<file path="config.mk">
export PLATFORM = sky130hd
export DESIGN_NAME = yuv422_bgr_conv
export DESIGN_NICKNAME = d
export VERILOG_FILES = /design/src/rtl/yb_pkg.sv /design/src/rtl/yb_word_unpack.sv /design/src/rtl/yb_csc.sv /design/src/rtl/yb_out_fork.sv /design/src/rtl/yuv422_bgr_conv.sv
export SDC_FILE = /design/constraint.sdc
export NUM_CORES = 1
export LEC_CHECK = 0
export ABC_AREA = 1
export BUFFER_PORTS_ARGS = -buffer_cell sky130_fd_sc_hd__buf_4
export CAP_MARGIN = 20
export CORE_MARGIN = 5
export CORE_UTILIZATION = 35
export DETAILED_ROUTE_END_ITERATION = 12
export SETUP_SLACK_MARGIN = 0.15
export SLEW_MARGIN = 30
export SYNTH_ARGS = -nofsm -noshare
export SYNTH_HDL_FRONTEND = slang
export SYNTH_SLANG_ARGS = --single-unit
</file>
<file path="constraint.sdc">
create_clock -name clk -period 7.5 [get_ports clk]
set_input_delay 1.875 -clock clk [delete_from_list [all_inputs] [get_ports clk]]
set_output_delay 1.875 -clock clk [all_outputs]
set_load 0.1 [all_outputs]
</file>
<file path="src/rtl/yb_pkg.sv">
package yb_pkg;
  typedef struct packed {
    logic [7:0] b;
    logic [7:0] g;
    logic [7:0] r;
  } bgr_t;

  localparam int FRAC   = 8;
  localparam int K_Y    = 298;
  localparam int K_RV   = 409;
  localparam int K_GU   = 100;
  localparam int K_GV   = 208;
  localparam int K_BU   = 516;
  localparam int HALF   = 1 << (FRAC - 1);
  localparam int ACC_W  = 20;

  function automatic logic [7:0] sat8(input logic signed [ACC_W-1:0] v);
    if (v < 0)        return 8'd0;
    else if (v > 255) return 8'd255;
    else              return v[7:0];
  endfunction
endpackage

</file>
<file path="src/rtl/yb_word_unpack.sv">
module yb_word_unpack #(
  parameter int DIM_W = 16
) (
  input  logic             clk,
  input  logic             rst_n,
  input  logic [DIM_W-1:0] frame_w,
  input  logic [DIM_W-1:0] frame_h,
  input  logic             in_valid,
  output logic             in_ready,
  input  logic [31:0]      in_data,
  input  logic             take,
  output logic             pix_valid,
  output logic [7:0]       pix_y,
  output logic [7:0]       pix_u,
  output logic [7:0]       pix_v,
  output logic             pix_sof,
  output logic             pix_eol
);
  logic [31:0]      word_q;
  logic             full_q, phase_q, sof_q, eol_q;
  logic [DIM_W-1:0] col_q, row_q;
  logic [DIM_W-1:0] wpl;
  logic             last_col, accept;

  assign wpl      = frame_w >> 1;
  assign last_col = (col_q == wpl - 1'b1);
  assign in_ready = !full_q || (phase_q && take);
  assign accept   = in_valid && in_ready;

  always_ff @(posedge clk) begin
    if (!rst_n) begin
      full_q  <= 1'b0;
      phase_q <= 1'b0;
      word_q  <= '0;
      sof_q   <= 1'b0;
      eol_q   <= 1'b0;
      col_q   <= '0;
      row_q   <= '0;
    end else if (accept) begin
      word_q  <= in_data;
      full_q  <= 1'b1;
      phase_q <= 1'b0;
      sof_q   <= (col_q == '0) && (row_q == '0);
      eol_q   <= last_col;
      if (last_col) begin
        col_q <= '0;
        row_q <= (row_q == frame_h - 1'b1) ? '0 : row_q + 1'b1;
      end else begin
        col_q <= col_q + 1'b1;
      end
    end else if (full_q && take) begin
      phase_q <= ~phase_q;
      if (phase_q) full_q <= 1'b0;
    end
  end

  assign pix_valid = full_q;
  assign pix_u     = word_q[7:0];
  assign pix_v     = word_q[23:16];
  assign pix_y     = phase_q ? word_q[31:24] : word_q[15:8];
  assign pix_sof   = sof_q && !phase_q;
  assign pix_eol   = eol_q && phase_q;


  rate_gap_chk: assert property (@(posedge clk) disable iff (!rst_n)
    (in_valid && in_ready) |=> !in_ready);


  col_bound_chk: assert property (@(posedge clk) disable iff (!rst_n)
    (wpl != '0) |-> (col_q < wpl));
endmodule

</file>
<file path="src/rtl/yb_csc.sv">
module yb_csc
  import yb_pkg::*;
(
  input  logic [7:0] y,
  input  logic [7:0] u,
  input  logic [7:0] v,
  output bgr_t       pix
);
  logic signed [ACC_W-1:0] c, d, e;
  logic signed [ACC_W-1:0] acc_r, acc_g, acc_b;

  always_comb begin
    c = ACC_W'(signed'({1'b0, y})) - ACC_W'(16);
    d = ACC_W'(signed'({1'b0, u})) - ACC_W'(128);
    e = ACC_W'(signed'({1'b0, v})) - ACC_W'(128);
    acc_r = (ACC_W'(K_Y) * c + ACC_W'(K_RV) * e + ACC_W'(HALF)) >>> FRAC;
    acc_g = (ACC_W'(K_Y) * c - ACC_W'(K_GU) * d - ACC_W'(K_GV) * e
             + ACC_W'(HALF)) >>> FRAC;
    acc_b = (ACC_W'(K_Y) * c + ACC_W'(K_BU) * d + ACC_W'(HALF)) >>> FRAC;
    pix.r = sat8(acc_r);
    pix.g = sat8(acc_g);
    pix.b = sat8(acc_b);
  end
endmodule

</file>
<file path="src/rtl/yb_out_fork.sv">
module yb_out_fork
  import yb_pkg::*;
#(
  parameter bit PLANAR_EN = 1'b1
) (
  input  logic        clk,
  input  logic        rst_n,
  input  logic        src_valid,
  input  bgr_t        src_pix,
  input  logic        src_sof,
  input  logic        src_eol,
  output logic        src_take,
  output logic        out_valid,
  input  logic        out_ready,
  output logic [23:0] out_bgr,
  output logic        out_sof,
  output logic        out_eol,
  output logic [2:0]  pl_valid,
  input  logic [2:0]  pl_ready,
  output logic [23:0] pl_data
);
  localparam int NS = 4;
  localparam logic [NS-1:0] TAKEN_INIT = PLANAR_EN ? '0 : 4'b1110;

  bgr_t          pix_q;
  logic          full_q, sof_q, eol_q;
  logic [NS-1:0] taken_q, sink_valid, sink_ready, done;
  logic          all_done;

  assign sink_ready = {pl_ready, out_ready};
  assign sink_valid = {NS{full_q}} & ~taken_q;
  assign done       = taken_q | (sink_valid & sink_ready);
  assign all_done   = &done;
  assign src_take   = !full_q || all_done;

  always_ff @(posedge clk) begin
    if (!rst_n) begin
      full_q  <= 1'b0;
      taken_q <= TAKEN_INIT;
      pix_q   <= '0;
      sof_q   <= 1'b0;
      eol_q   <= 1'b0;
    end else if (src_take) begin
      full_q  <= src_valid;
      taken_q <= TAKEN_INIT;
      if (src_valid) begin
        pix_q <= src_pix;
        sof_q <= src_sof;
        eol_q <= src_eol;
      end
    end else begin
      taken_q <= done;
    end
  end

  assign out_valid = sink_valid[0];
  assign out_bgr   = pix_q;
  assign out_sof   = sof_q;
  assign out_eol   = eol_q;

  generate
    if (PLANAR_EN) begin : g_planar
      assign pl_valid = sink_valid[3:1];
      assign pl_data  = {pix_q.r, pix_q.g, pix_q.b};
    end else begin : g_no_planar
      assign pl_valid = 3'b000;
      assign pl_data  = '0;
    end
  endgenerate


  out_hold_chk: assert property (@(posedge clk) disable iff (!rst_n)
    (out_valid && !out_ready) |=> (out_valid && $stable(out_bgr)
                                   && $stable(out_sof) && $stable(out_eol)));

  for (genvar i = 0; i < 3; i++) begin : g_pl_chk

    pl_hold_chk: assert property (@(posedge clk) disable iff (!rst_n)
      (pl_valid[i] && !pl_ready[i]) |=> (pl_valid[i] && $stable(pl_data[8*i +: 8])));
  end
endmodule

</file>
<file path="src/rtl/yuv422_bgr_conv.sv">
module yuv422_bgr_conv
  import yb_pkg::*;
#(
  parameter int DIM_W     = 16,
  parameter bit PLANAR_EN = 1'b1
) (
  input  logic             clk,
  input  logic             rst_n,
  input  logic [DIM_W-1:0] frame_w,
  input  logic [DIM_W-1:0] frame_h,
  input  logic             in_valid,
  output logic             in_ready,
  input  logic [31:0]      in_data,
  output logic             out_valid,
  input  logic             out_ready,
  output logic [23:0]      out_bgr,
  output logic             out_sof,
  output logic             out_eol,
  output logic [2:0]       pl_valid,
  input  logic [2:0]       pl_ready,
  output logic [23:0]      pl_data
);
  logic       pix_valid, pix_sof, pix_eol, take;
  logic [7:0] pix_y, pix_u, pix_v;
  bgr_t       conv;

  yb_word_unpack #(.DIM_W(DIM_W)) u_unpack (
    .clk(clk), .rst_n(rst_n), .frame_w(frame_w), .frame_h(frame_h),
    .in_valid(in_valid), .in_ready(in_ready), .in_data(in_data),
    .take(take), .pix_valid(pix_valid), .pix_y(pix_y), .pix_u(pix_u),
    .pix_v(pix_v), .pix_sof(pix_sof), .pix_eol(pix_eol)
  );

  yb_csc u_csc (.y(pix_y), .u(pix_u), .v(pix_v), .pix(conv));

  yb_out_fork #(.PLANAR_EN(PLANAR_EN)) u_fork (
    .clk(clk), .rst_n(rst_n), .src_valid(pix_valid), .src_pix(conv),
    .src_sof(pix_sof), .src_eol(pix_eol), .src_take(take),
    .out_valid(out_valid), .out_ready(out_ready), .out_bgr(out_bgr),
    .out_sof(out_sof), .out_eol(out_eol), .pl_valid(pl_valid),
    .pl_ready(pl_ready), .pl_data(pl_data)
  );


  reset_idle_chk: assert property (@(posedge clk)
    !rst_n |=> (!out_valid && pl_valid == 3'b000 && in_ready));
endmodule

</file>
* After elaboration in Yosys (flattened, before gate mapping)
Index checks and enable logic that the tools add are counted.
** Storage, ports and cells
- Flip-flop bits (word level) :: 99
- Output and inout bits :: 55
** Cells by class
- $add $sub $neg :: 14
- Multiply operators :: 5
- $lt $le $gt $ge :: 6
- Equal/unequal tests :: 2
- Muxes and demuxes :: 12
- Bitwise logic cells :: 6
- Reductions and logical operators :: 21
** Operator list (count)
- adder 20 x 9 -> 20 bit (second input constant) :: 3
- two-way mux 8 bit :: 7
- adder 20 bit :: 2
- subtractor 20 bit :: 2
- > comparator 12 x 9 -> 1 bit (second input constant) :: 3
- < comparator 12 x 1 -> 1 bit (second input constant) :: 3
- adder 16 x 1 -> 16 bit (second input constant) :: 2
- == test 16 bit :: 2
- zero test 16 bit :: 2
- two-way mux 16 bit :: 2
- multiplier 10 x 20 -> 20 bit (first input constant) :: 1
- multiplier 5 x 20 -> 16 bit (first input constant) :: 1
- multiplier 6 x 20 -> 18 bit (first input constant) :: 1
- multiplier 9 x 20 -> 18 bit (first input constant) :: 1
- multiplier 9 x 20 -> 19 bit (first input constant) :: 1
- subtractor 8 x 8 -> 9 bit (second input constant) :: 2
- subtractor 15 x 1 -> 16 bit (second input constant) :: 1
- subtractor 16 x 1 -> 16 bit (second input constant) :: 1
- subtractor 8 x 5 -> 9 bit (second input constant) :: 1
- AND 4 bit :: 2
- logical AND 1 bit :: 6
- AND reduction 2 bit :: 3
- inverter 4 bit :: 1
- OR 4 bit :: 1
- other kinds (7) :: 15

* Longest topological paths before layout
- Depth in word-level cells :: 11
- Gate-level depth with buffers :: 40

* Hierarchy
Synthesis repeated with hierarchy kept, for this count alone.
** Second synthesis, totals
- Cell total of the unflattened synthesis :: 2252
- Area total of the unflattened synthesis :: 15124.5 um^2
** Modules (own cells, without submodules)
- yb_csc :: instances 1, cells an instance 1209, area each 8508.2 um^2, seq. area each 0.0 um^2
- yb_word_unpack :: instances 1, cells an instance 811, area each 5032.3 um^2, seq. area each 1361.3 um^2
- yb_out_fork :: instances 1, cells an instance 232, area each 1584.0 um^2, seq. area each 620.6 um^2

* Least setup slack after synthesis
Ideal clock, no wire load.
- Kind :: reg-to-reg
- Start :: register u_unpack.phase_q
- End :: register u_fork.pix_q (netlist bit u_fork.out_bgr[15])
- Setup time :: 0.138 ns
- Arrival time :: 7.029 ns
- Slack :: 0.332 ns
- Stages on the path, launching flop included :: 38
- Buffers on the path :: 2
- Period minus slack after synthesis :: 7.168 ns
- Path through :: dfxtp_1 -> buf_2 -> clkbuf_1 -> nand2_1 -> o21ai_0 -> ha_1 -> nand3_1 -> nor2_4 -> ha_1 -> ha_1 -> inv_1 -> fa_1 -> fa_1 -> inv_1 -> ha_1 -> nand2_1 -> o21ai_0 -> a21oi_1 -> [2 not listed] -> nand2_1 -> a21oi_1 -> o21ai_0 -> xor2_1 -> fa_1 -> inv_1 -> ha_1 -> ha_1 -> a21oi_1 -> o21ai_0 -> a21oi_1 -> nand2_1 -> nand2_1 -> nand2_1 -> nor2_1 -> nand2_1 -> o211ai_1 -> a21oi_1
** On the way
- Longest elaborated chain between the ends :: 9
** RTL lines
- start: declaration :: line yb_word_unpack.sv:20 : logic full_q, phase_q, sof_q, eol_q;
- start signal: assignment :: line yb_word_unpack.sv:52 : phase_q <= ~phase_q;
- two-way mux 8 bit * :: line yb_word_unpack.sv:60 : assign pix_y = phase_q ? word_q[31:24] : word_q[15:8];
- subtractor 8 x 5 -> 9 bit * :: line yb_csc.sv:13 : c = ACC_W'(signed'({1'b0, y})) - ACC_W'(16);
- multiplier 9 x 20 -> 19 bit * :: line yb_csc.sv:17 : acc_g = (ACC_W'(K_Y) * c - ACC_W'(K_GU) * d - ACC_W'(K_GV) * e
- subtractor 20 bit * (2 in a row) :: line yb_csc.sv:17
- adder 20 x 9 -> 20 bit * :: line yb_csc.sv:18 : + ACC_W'(HALF)) >>> FRAC;
- > comparator 12 x 9 -> 1 bit :: line yb_pkg.sv:19 : else if (v > 255) return 8'd255;
- two-way mux 8 bit :: line yb_pkg.sv:19
- two-way mux 8 bit * :: line yb_pkg.sv:18 : if (v < 0) return 8'd0;
- end signal: assignment :: line yb_out_fork.sv:47 : pix_q <= src_pix;
- end: declaration :: line yb_out_fork.sv:25 : bgr_t pix_q;
Mark *: on every way between the ends. The rest lies on a longest branch, timed or not.
A chain may end at the register's enable or synchronous reset.

* Final worst setup path
- Start :: register u_unpack.phase_q
- End :: register u_fork.pix_q (netlist bit u_fork.out_bgr[1])
** On the way
- Longest elaborated chain between the ends :: 8
** RTL lines
- two-way mux 8 bit * :: line yb_word_unpack.sv:60
- subtractor 8 x 5 -> 9 bit * :: line yb_csc.sv:13
- multiplier 9 x 20 -> 19 bit * :: line yb_csc.sv:16 : acc_r = (ACC_W'(K_Y) * c + ACC_W'(K_RV) * e + ACC_W'(HALF)) >>> FRAC;
- adder 20 bit * :: line yb_csc.sv:16
- adder 20 x 9 -> 20 bit * :: line yb_csc.sv:16
- > comparator 12 x 9 -> 1 bit :: line yb_pkg.sv:19
- two-way mux 8 bit :: line yb_pkg.sv:19
- two-way mux 8 bit * :: line yb_pkg.sv:18
Marked as above.

==> impl_metrics.yaml <==
clocking:
  ctsHoldBuffers: 0
  cts.sinks: 99
  path_clk_slew_ns: 0.08
  clk_path_buf_depth: 2
  cts_tree: "done"
  clk_latency_ns: 0.39
  cts_buffers: 9
  htreeDepth: 3
  root_buffer: "clkbuf_16"
yosys:
  syn_area_um2: 13700
  synth_nets: 2290
  ys_ff_latch: 99
  ys_seq_area_frac: 0.145
  ys_dominant_reg_cell: "dfxtp_1"
  synth_area_per_cell_um2: 7.11
  ys_types: 51
  synthCells: 1920
  yosysTopAreaCell: "ha_1"
  async_flop_share: 0
  netlist_top_cells_area: "ha_1 22%, dfxtp_1 15%, nand2_1 10%, fa_1 9.4%, inv_1 8.8%"
  synth-edff-count: 0
  synth_top_cell_area_share: 0.215
  yosysWarnings: 0
global_route:
  track_usage: 0.172
  grt_max_degree: 51
  grt-ovfl-total: 0
  grt_pass1_wl_mm: 61.1
  grt_pass1_vias: 12100
  antenna_found_initial: 0
timing:
  finClkSkew_ns: 0.0135
  final.period_utilization: 0.915
  finalCriticalPeriod_ns: 6.86
  relSlewSlack: 0.510
  tns_ns: 0
  rsz0062_at_grt: "no"
  fmax_mhz: 146
  tightest_slew_ns: 0.733
  setup_violations: 0
  hold_violations: 0
  report.final.slew_viol_count: 0
detailed_routing:
  antenna_left: 0
  routedWlPerCell_um: 14.4
  drcViolationCount: 0
  wirelength_mm: 36.8
  drtIter0Drc: 658
  vias_per_cell: 4.85
  vias: 12400
  drt_pass1_iterations: 5
floorplanning:
  initial_core_util: 0.353
  rows: 72
  core_area_um2: 38600
  die_height_um: 208
  fp.dieW_um: 208
  pin_count: 126
  die_area_um2: 43100
setup_path:
  crit_slowest_cell: "fa_1"
  critPathKind: "reg2reg"
  cp_top_family: "adder cells"
  cp_max_fo: 8
  critPathRequiredTime_ns: 7.74
  startpoint_type: "register"
  crit_path_end_kind: "register"
  worstPathArrival_ns: 7.10
  critical_path.max_stage_delay_ns: 0.54
  path_buf_inv: 6
cells_and_area:
  fin_nets: 2401
  fillers: 4054
  finalInstanceArea_um2: 15600
  drive_gt1_frac: 0.119
  n_antenna_cell: 0
  syn2layout_area_growth_pct: 14.3
  fin_util: 0.404
placement:
  place.gp.congestion: 0.925
  port_buffers: 124
  dpl.hpwl_mm: 30.8
  placed_area_um2: 15100
worst_hold_path:
  hp-class: "reg2reg"
run_status:
  status: "complete, no violations"
job:
  maxCapViolations: 0
-- what timing repair did --
| action | 4_1_cts | 5_1_grt |
|---|---|---|
| pin swaps | 0 | 5 |
| gates resized for setup | 2 | 32 |
| setup endpoints to repair | 10 | 24 |
| buffers inserted | 0 | 3 |
-- cells in the mapped netlist (2+ instances only) --
cell      number
a211oi_1       3
and2_1         3
xor2_1        90
xnor2_1       36
a21oi_1      116
nor2_2         3
inv_1        322
fa_1          64
buf_1          3
nand2_2       10
dfxtp_1       99
buf_4         24
a31oi_1        6
o211ai_1      18
nor3b_1        2
nand2_1      375
nand4_1       26
o21ai_0       79
clkbuf_1      24
nand3_1      107
a21o_1        14
a21oi_2       11
nand3b_1      10
buf_2          7
o21bai_1      12
clkinv_1       2
nor2_4         3
or2_2          5
nor2_1       151
nor3_1        25
ha_1         235
nor4_1        16
-- placed cells by master (no fill, tap or decap), types with 3 or more instances in the layout --
cell / count
xnor2_1: 35
nand3_1: 107
nand4_1: 26
nor3_1: 24
fa_1: 64
a21oi_1: 112
o21ai_1: 3
clkbuf_16: 9
a21oi_2: 13
a21o_1: 14
nand3b_1: 10
o21ai_0: 73
nor2_4: 3
nor2_1: 151
xor2_2: 5
nor4_1: 16
dfxtp_1: 98
o21ai_2: 5
nand2_2: 13
a31oi_1: 6
buf_4: 158
nand2_1: 372
xor2_1: 86
or2_2: 5
inv_1: 320
o21bai_1: 12
ha_1: 232
o211ai_1: 18
nor2_2: 3
-- cells by family (layout without fill, tap and decap cells) --
| kind of cell | Yosys count | after routing | share of synthesized area |
|---|---|---|---|
| XOR/XNOR | 128 | 128 | 0.0832 |
| buffers and inverters | 384 | 500 | 0.114 |
| adder cells (fa/ha/maj) | 299 | 299 | 0.309 |
| AO/OA/AOI/OAI | 266 | 266 | 0.111 |
| flip-flops | 99 | 99 | 0.145 |
| AND/OR/NAND/NOR | 744 | 744 | 0.238 |
-- area by class of cell --
| class | instances | area (µm²) | share of cell area |
|---|---|---|---|
| clock inverters | 7 | 70.1 | 0.00449 |
| multi-input cells | 1437 | 10300 | 0.657 |
| flip-flops and latches | 99 | 1990 | 0.127 |
| clock buffers | 9 | 225 | 0.0144 |
| repair buffers | 159 | 1200 | 0.0767 |
| inverters | 325 | 1220 | 0.0784 |
| well taps | 518 | 648 | 0.0415 |
-- sequential cells by signal, summed over array words and instances (netlist names) --
name                cells
u_unpack.phase_q        1
u_unpack.sof_q          1
u_unpack.eol_q          1
u_unpack.row_q         16
u_unpack.pix_valid      1
u_unpack.col_q         16
u_fork.out_sof          1
u_fork.out_eol          1
u_fork.taken_q          4
u_fork.full_q           1
u_unpack.word_q        32
u_fork.out_bgr         24
-- tightest hold or removal path, delay by kind of cell (launching register included) --
| family | cells | cell delay [ns] |
|---|---|---|
| simple gates | 1 | 0.06 |
| flops | 1 | 0.31 |
| compound gates | 1 | 0.05 |
-- worst paths after layout --
path / startpoint / to / slack, ns / cells past startpoint
worst min-delay path: u_unpack.eol_q / u_unpack.eol_q / 0.47 / 2
worst max-delay path: u_unpack.phase_q / u_fork.out_bgr[1] / 0.64 / 33
worst max register to register: u_unpack.phase_q / u_fork.out_bgr[1] / 0.64 / 33
worst min register to register: u_unpack.eol_q / u_unpack.eol_q / 0.47 / 2
-- through the flow --
stage	hold slack (ns)	cells	worst slack [ns]
2_1_floorplan	0.445	1920	0.332
3_3_place_gp	0.453	2535	0.172
3_5_place_dp	0.456	2535	0.0770
4_1_cts	0.468	2551	0.155
5_1_grt	0.508	2554	0.139
6_report	0.467	2554	0.638
-- metal layers --
layer / GRT usage / routed length [µm]
met5: 0 / 0
met4: 0.0410 / 606
met3: 0.0245 / 1520
met2: 0.294 / 17300
met1: 0.229 / 17400
Power is not shown: default switching activity piles up to over one toggle a cycle in this logic, so the estimate is an artifact.
